--- config.mk ---
export PLATFORM = sky130hd
export DESIGN_NAME = pcs_top
export DESIGN_NICKNAME = d
export VERILOG_FILES = /design/src/rtl/pcs_pkg.sv /design/src/rtl/pcs_decode.sv /design/src/rtl/pcs_stack.sv /design/src/rtl/pcs_top.sv
export SDC_FILE = /design/constraint.sdc
export NUM_CORES = 1
export LEC_CHECK = 0
export ABC_AREA = 1
export BUFFER_PORTS_ARGS = -buffer_cell sky130_fd_sc_hd__buf_2
export CAP_MARGIN = 25
export CORE_MARGIN = 2
export CORE_UTILIZATION = 50
export CTS_BUF_LIST = sky130_fd_sc_hd__clkbuf_4 sky130_fd_sc_hd__clkbuf_8
export CTS_CLUSTER_DIAMETER = 150
export DETAILED_ROUTE_END_ITERATION = 8
export HOLD_SLACK_MARGIN = 0.06
export PLACE_DENSITY = 0.78
export SLEW_MARGIN = 20
export SYNTH_ARGS = -nofsm -noshare
export SYNTH_HDL_FRONTEND = slang
export SYNTH_SLANG_ARGS = --single-unit
--- constraint.sdc ---
create_clock -name clk -period 5 [get_ports clk]
set_input_delay 0.75 -clock clk [delete_from_list [all_inputs] [get_ports clk]]
set_output_delay 0.75 -clock clk [all_outputs]
set_load 0.01 [all_outputs]
--- src/rtl/pcs_pkg.sv ---
package pcs_pkg;

    localparam int INSTR_W = 13;

    localparam logic [INSTR_W-1:0] ENC_ENI  = 13'h0010;
    localparam logic [INSTR_W-1:0] ENC_DISI = 13'h0011;
    localparam logic [INSTR_W-1:0] ENC_RET  = 13'h0012;
    localparam logic [INSTR_W-1:0] ENC_RETI = 13'h0013;

    typedef enum logic [2:0] {
        OP_SEQ,
        OP_JMP,
        OP_CALL,
        OP_RET,
        OP_RETI,
        OP_ENI,
        OP_DISI
    } flow_op_e;

endpackage

--- src/rtl/pcs_decode.sv ---
module pcs_decode
    import pcs_pkg::*;
#(
    parameter int IMM_W = 10
) (
    input  logic [INSTR_W-1:0] instr,
    output flow_op_e           op,
    output logic [IMM_W-1:0]   imm
);

    localparam int LONG_BIT = INSTR_W - 1;

    always_comb begin
        op  = OP_SEQ;
        imm = instr[IMM_W-1:0];
        if (instr[LONG_BIT]) begin
            unique case (instr[LONG_BIT-1:LONG_BIT-2])
                2'b00:   op = OP_CALL;
                2'b01:   op = OP_JMP;
                default: op = OP_SEQ;
            endcase
        end else begin
            unique case (instr)
                ENC_ENI:  op = OP_ENI;
                ENC_DISI: op = OP_DISI;
                ENC_RET:  op = OP_RET;
                ENC_RETI: op = OP_RETI;
                default:  op = OP_SEQ;
            endcase
        end
    end

endmodule

--- src/rtl/pcs_stack.sv ---
module pcs_stack #(
    parameter int DEPTH = 8,
    parameter int W     = 12
) (
    input  logic                     clk,
    input  logic                     rst_n,
    input  logic                     push,
    input  logic                     pop,
    input  logic [W-1:0]             push_data,
    output logic [$clog2(DEPTH)-1:0] sp,
    output logic [W-1:0]             tos
);

    localparam int SP_W = $clog2(DEPTH);

    typedef struct packed {
        logic [SP_W-1:0]           sp;
        logic [DEPTH-1:0][W-1:0]   mem;
    } stk_t;

    stk_t stk_d, stk_q;
    logic [SP_W-1:0] sp_dec;

    assign sp_dec = stk_q.sp - SP_W'(1);

    always_comb begin
        stk_d = stk_q;
        if (push) begin
            stk_d.mem[stk_q.sp] = push_data;
            stk_d.sp            = stk_q.sp + SP_W'(1);
        end else if (pop) begin
            stk_d.sp = sp_dec;
        end
    end

    always_ff @(posedge clk or negedge rst_n) begin
        if (!rst_n) stk_q <= '0;
        else        stk_q <= stk_d;
    end

    assign sp  = stk_q.sp;
    assign tos = stk_q.mem[sp_dec];

    a_r10_push_moves_sp: assert property (@(posedge clk) disable iff (!rst_n)
        push |=> (sp == $past(sp) + SP_W'(1)) && (tos == $past(push_data)));

    a_r5_pop_moves_sp: assert property (@(posedge clk) disable iff (!rst_n)
        (pop && !push) |=> sp == $past(sp) - SP_W'(1));

    a_r2_idle_holds: assert property (@(posedge clk) disable iff (!rst_n)
        (!push && !pop) |=> $stable(sp) && $stable(tos));

    always_comb begin
        if (rst_n) a_r4_push_pop_excl: assert (!(push && pop));
    end

endmodule

--- src/rtl/pcs_top.sv ---
module pcs_top
    import pcs_pkg::*;
#(
    parameter int PAGE_W = 2,
    parameter int IMM_W  = 10,
    parameter int DEPTH  = 8
) (
    input  logic                     clk,
    input  logic                     rst_n,
    input  logic [INSTR_W-1:0]       instr,
    input  logic                     skip_req,
    input  logic [PAGE_W-1:0]        page,
    output logic [PAGE_W+IMM_W-1:0]  pc,
    output logic [$clog2(DEPTH)-1:0] sp,
    output logic [PAGE_W+IMM_W-1:0]  tos,
    output logic                     int_en,
    output logic                     squash
);

    localparam int PC_W = PAGE_W + IMM_W;

    typedef struct packed {
        logic [PC_W-1:0] pc;
        logic            ie;
        logic            sq;
    } seq_t;

    seq_t seq_d, seq_q;

    flow_op_e         dec_op, eff_op;
    logic [IMM_W-1:0] imm;
    logic [PC_W-1:0]  pc_inc, target;
    logic             do_push, do_pop;

    pcs_decode #(.IMM_W(IMM_W)) u_dec (
        .instr (instr),
        .op    (dec_op),
        .imm   (imm)
    );

    pcs_stack #(.DEPTH(DEPTH), .W(PC_W)) u_stk (
        .clk       (clk),
        .rst_n     (rst_n),
        .push      (do_push),
        .pop       (do_pop),
        .push_data (pc_inc),
        .sp        (sp),
        .tos       (tos)
    );

    assign pc_inc = seq_q.pc + PC_W'(1);
    assign target = {page, imm};
    assign eff_op = seq_q.sq ? OP_SEQ : dec_op;
    assign do_push = (eff_op == OP_CALL);
    assign do_pop  = (eff_op == OP_RET) || (eff_op == OP_RETI);

    always_comb begin
        seq_d    = seq_q;
        seq_d.pc = pc_inc;
        seq_d.sq = !seq_q.sq && skip_req;
        unique case (eff_op)
            OP_JMP, OP_CALL: seq_d.pc = target;
            OP_RET:          seq_d.pc = tos;
            OP_RETI: begin
                seq_d.pc = tos;
                seq_d.ie = 1'b1;
            end
            OP_ENI:          seq_d.ie = 1'b1;
            OP_DISI:         seq_d.ie = 1'b0;
            default:         ;
        endcase
    end

    always_ff @(posedge clk or negedge rst_n) begin
        if (!rst_n) seq_q <= '0;
        else        seq_q <= seq_d;
    end

    assign pc     = seq_q.pc;
    assign int_en = seq_q.ie;
    assign squash = seq_q.sq;

    a_r3_jump_target: assert property (@(posedge clk) disable iff (!rst_n)
        (!squash && instr[INSTR_W-1 -: 3] == 3'b101)
        |=> (pc == {$past(page), $past(instr[IMM_W-1:0])}) && $stable(sp));

    a_r4_call_target: assert property (@(posedge clk) disable iff (!rst_n)
        (!squash && instr[INSTR_W-1 -: 3] == 3'b100)
        |=> (pc == {$past(page), $past(instr[IMM_W-1:0])}) && (tos == $past(pc) + PC_W'(1)));

    a_r6_reti_enables: assert property (@(posedge clk) disable iff (!rst_n)
        (!squash && instr == ENC_RETI) |=> int_en && (pc == $past(tos)));

    a_r7_disi_clears: assert property (@(posedge clk) disable iff (!rst_n)
        (!squash && instr == ENC_DISI) |=> !int_en);

    a_r8_squash_inert: assert property (@(posedge clk) disable iff (!rst_n)
        squash |=> (pc == $past(pc) + PC_W'(1)) && $stable(sp) && $stable(int_en));

    a_r9_no_chain: assert property (@(posedge clk) disable iff (!rst_n)
        squash |=> !squash);

endmodule

==> impl_metrics.yaml <==
worst_setup_path:
  slowest_stage: "ha_1"
  regToRegStartpoint: "u_stk.sp[0]$_DFFE_PN0P_"
  path_delay_family: "buffers and inverters"
  cpPeakStageDelay_ns: 0.67
  endpoint: "tos[5]"
  reg2reg_slack_ns: 1.95
  critPathLaunch: "u_stk.sp[0]$_DFFE_PN0P_"
  critPathRequiredTime_ns: 4.25
  worstPathCellList: "clkinv_1 > buf_4 > ha_1 > inv_1 > o21ai_0 > o22ai_1 > mux2_2 > buf_2"
  ff2ff_path_depth: 11
  critPathKind: "register to output port"
  path_buf_inv: 4
  start_kind: "register"
  reg2reg_to: "pc[5]$_DFF_PN0_"
  crit_cells: 8
  crit_path_end_kind: "output port"
  crit_fanout: 54
  critPathArrivalTime_ns: 3.30
synth:
  synth_area_um2: 6050
  synth_nets: 813
  synth_edf_count: 0
  synth_flop_cell: "dfrtp_1"
  async_reset_ff_share_pct: 100
  synth_cell_types: 30
  yosysTopAreaCell: "dfrtp_1"
  avgSynthCellArea_um2: 7.64
  netlist_top_cells_area: "dfrtp_1, nand2_1, nand3_1"
  ys_seq_area_share_pct: 46.7
  synthCells: 792
  ys_warn_count: 0
  synth_common_cells: "nand2_1, nand3_1, dfrtp_1, nor2_1, o21ai_0"
  ys_ff_latch: 113
  yosysMostFrequentCell: "nand2_1"
  synth_top_area_share_pct: 46.7
place:
  pre_cts_ws_ns: 1.48
  dp_hpwl_mm: 11.0
  numPortBuffers: 46
  place_congestion: 0.903
timing:
  tightest_slew_ns: 0.981
  final.setup.worst_slack_ns: 0.946
  fin_crit_ns: 4.05
  fmax_mhz: 247
  timing.final.crit_share_pct: 81.1
  rsz0062_at_grt: "false"
  hold_viol: 0
  finalSetupTns_ns: 0
  slew_headroom_pct: 34.4
  fin_skew_ns: 0.0115
  final_max_slew_viol_count: 0
  finalSetupViolations: 0
pwr:
  powerDensity_nw_per_um2: 683
  ir_worst_vdd_uv: 434
  p_int_mw: 2.66
  p_sw_mw: 1.93
  power_frac_comb_pct: 42.5
  totalPowerFinal_mw: 4.59
  p_seq_share_pct: 34.3
  leakage_nw: 3.55
  power_frac_clock_pct: 23.1
  p_sw_share_pct: 42.1
global_routing:
  grt_antenna_before_repair: 0
  grt_max_degree: 79
  grt.total_usage_pct: 26.9
  grt_pass1_wl_mm: 26.9
  grt_pass1_vias: 5206
  grt_overflow_total: 0
detailed_routing:
  finalWirelength_mm: 16.5
  wl_per_cell_um: 16.9
  dr_total_vias: 5578
  drtIter0Drc: 673
  dr.pass1.iters: 5
  detail-route-antenna-nets: 0
  via_per_inst: 5.72
  drc: 0
clocking:
  cts_tree: "yes"
  htree_levels: 4
  clock_latency_ns: 0.45
  cts_num_sinks: 113
  cts_root_buffer: "clkbuf_8"
  cts_buffers: 17
  cts.repair.resized: 0
  ctsHoldBuffers: 0
  post_cts_buffers: 0
  clk_pin_slew_ns: 0.07
  cts_buffer_depth: 2
final_layout:
  area.sequential_um2: 2830
  nFillCells: 1112
  drive_above_1_share_pct: 14.0
  finalNetCount: 836
  diodes: 0
  syn_to_final_growth_pct: 11.2
  multiInputGateArea_um2: 2760
floorplanning:
  dieArea_um2: 13000
  rows: 40
  die_w_um: 114
  core-area_um2: 11900
  die_h_um: 114
  ios: 47
  start_util_pct: 50.8
hold_path:
  min_path_type: "input pin to async pin"
job:
  maxCapViolCount: 0
status:
  status: "finished clean"
[state kept, by name (all words and copies together), names as in the netlist]
register / cells
int_en: 1
pc: 12
squash: 1
u_stk.sp: 3
u_stk.stk_q: 96
[placed cells by master (no fill, tap or decap), types with 4 or more instances in the layout]
master,netlist,final
bufinv_16,0,6
xor2_1,8,8
o21ai_0,49,49
clkinv_2,0,4
mux2_2,12,12
clkinv_1,4,4
buf_2,8,45
nor2_1,74,74
nand2_2,6,6
o22ai_1,24,24
inv_1,27,27
nand2_1,266,266
nand4_1,14,14
dfrtp_1,113,113
xnor2_1,4,4
clkbuf_8,0,19
nand3_1,123,123
buf_4,7,12
[logic make-up (layout without fill, tap and decap cells)]
family	count (synthesis)	in the layout	synth area share [%]
flops	113	113	46.7
buf+inv	87	123	7.61
mux	12	12	2.23
xor+xnor	12	12	1.74
simple gates	490	490	34.3
compound gates	75	75	6.76
fa+ha+maj	3	3	0.620
[area by class of cell]
type	count	area share (%)
clock buffers	21	4.11
repair buffers	58	5.10
well taps	147	2.73
multi-input cells	592	41.1
flip-flops and latches	113	42.0
clock inverters	11	3.09
inverters	33	1.88
[layer usage]
layer	up-vias	share of wire [%]	global-route usage, %
met2	292	45	40.9
li1	2625	-	-
met3	21	10	7.07
met4	0	1.3	6.26
met1	2640	44	38.8
met5	-	0	0
[power groups by stage]
stage               clock [mW]  combinational (mW)  sequential, mW
floorplan                    0                1.34            1.47
global placement             0                1.88            1.57
detailed placement           0                1.92            1.56
CTS                       1.07                1.92            1.56
global route              1.12                2.15            1.61
finish                    1.06                1.95            1.58
[worst reg2reg max path, delay by kind of cell, from the launching register on]
family	cells	cell delay [ns]
simple gates	3	0.18
buf+inv	4	1.04
mux	1	0.32
flops	1	0.38
fa+ha+maj	1	0.68
compound gates	2	0.34
[per-stage QoR]
step                      cells  instance area, um2  util [%]  hold WS [ns]
after floorplan             792                6050         -         0.437
after global placement      942                6220      52.2         0.450
after detailed placement    942                6220      52.2         0.453
after CTS                   974                6700      56.3         0.468
after global routing        975                6730      56.5         0.190
final                       975                6730      56.5         0.201
[worst min path at each step]
| stage | cells past startpoint | to | slack, ns |
|---|---|---|---|
| after CTS | 2 | u_stk.stk_q[35]$_DFFE_PN0P_ | 0.47 |
| after global routing | 1 | u_stk.stk_q[84]$_DFFE_PN0P_ | 0.19 |
| after global placement | 2 | u_stk.stk_q[17]$_DFFE_PN0P_ | 0.45 |
| final | 1 | u_stk.stk_q[50]$_DFFE_PN0P_ | 0.20 |
| after floorplan | 2 | u_stk.stk_q[12]$_DFFE_PN0P_ | 0.44 |
| after detailed placement | 2 | u_stk.stk_q[35]$_DFFE_PN0P_ | 0.45 |
Power figures use the tool's default switching activity.
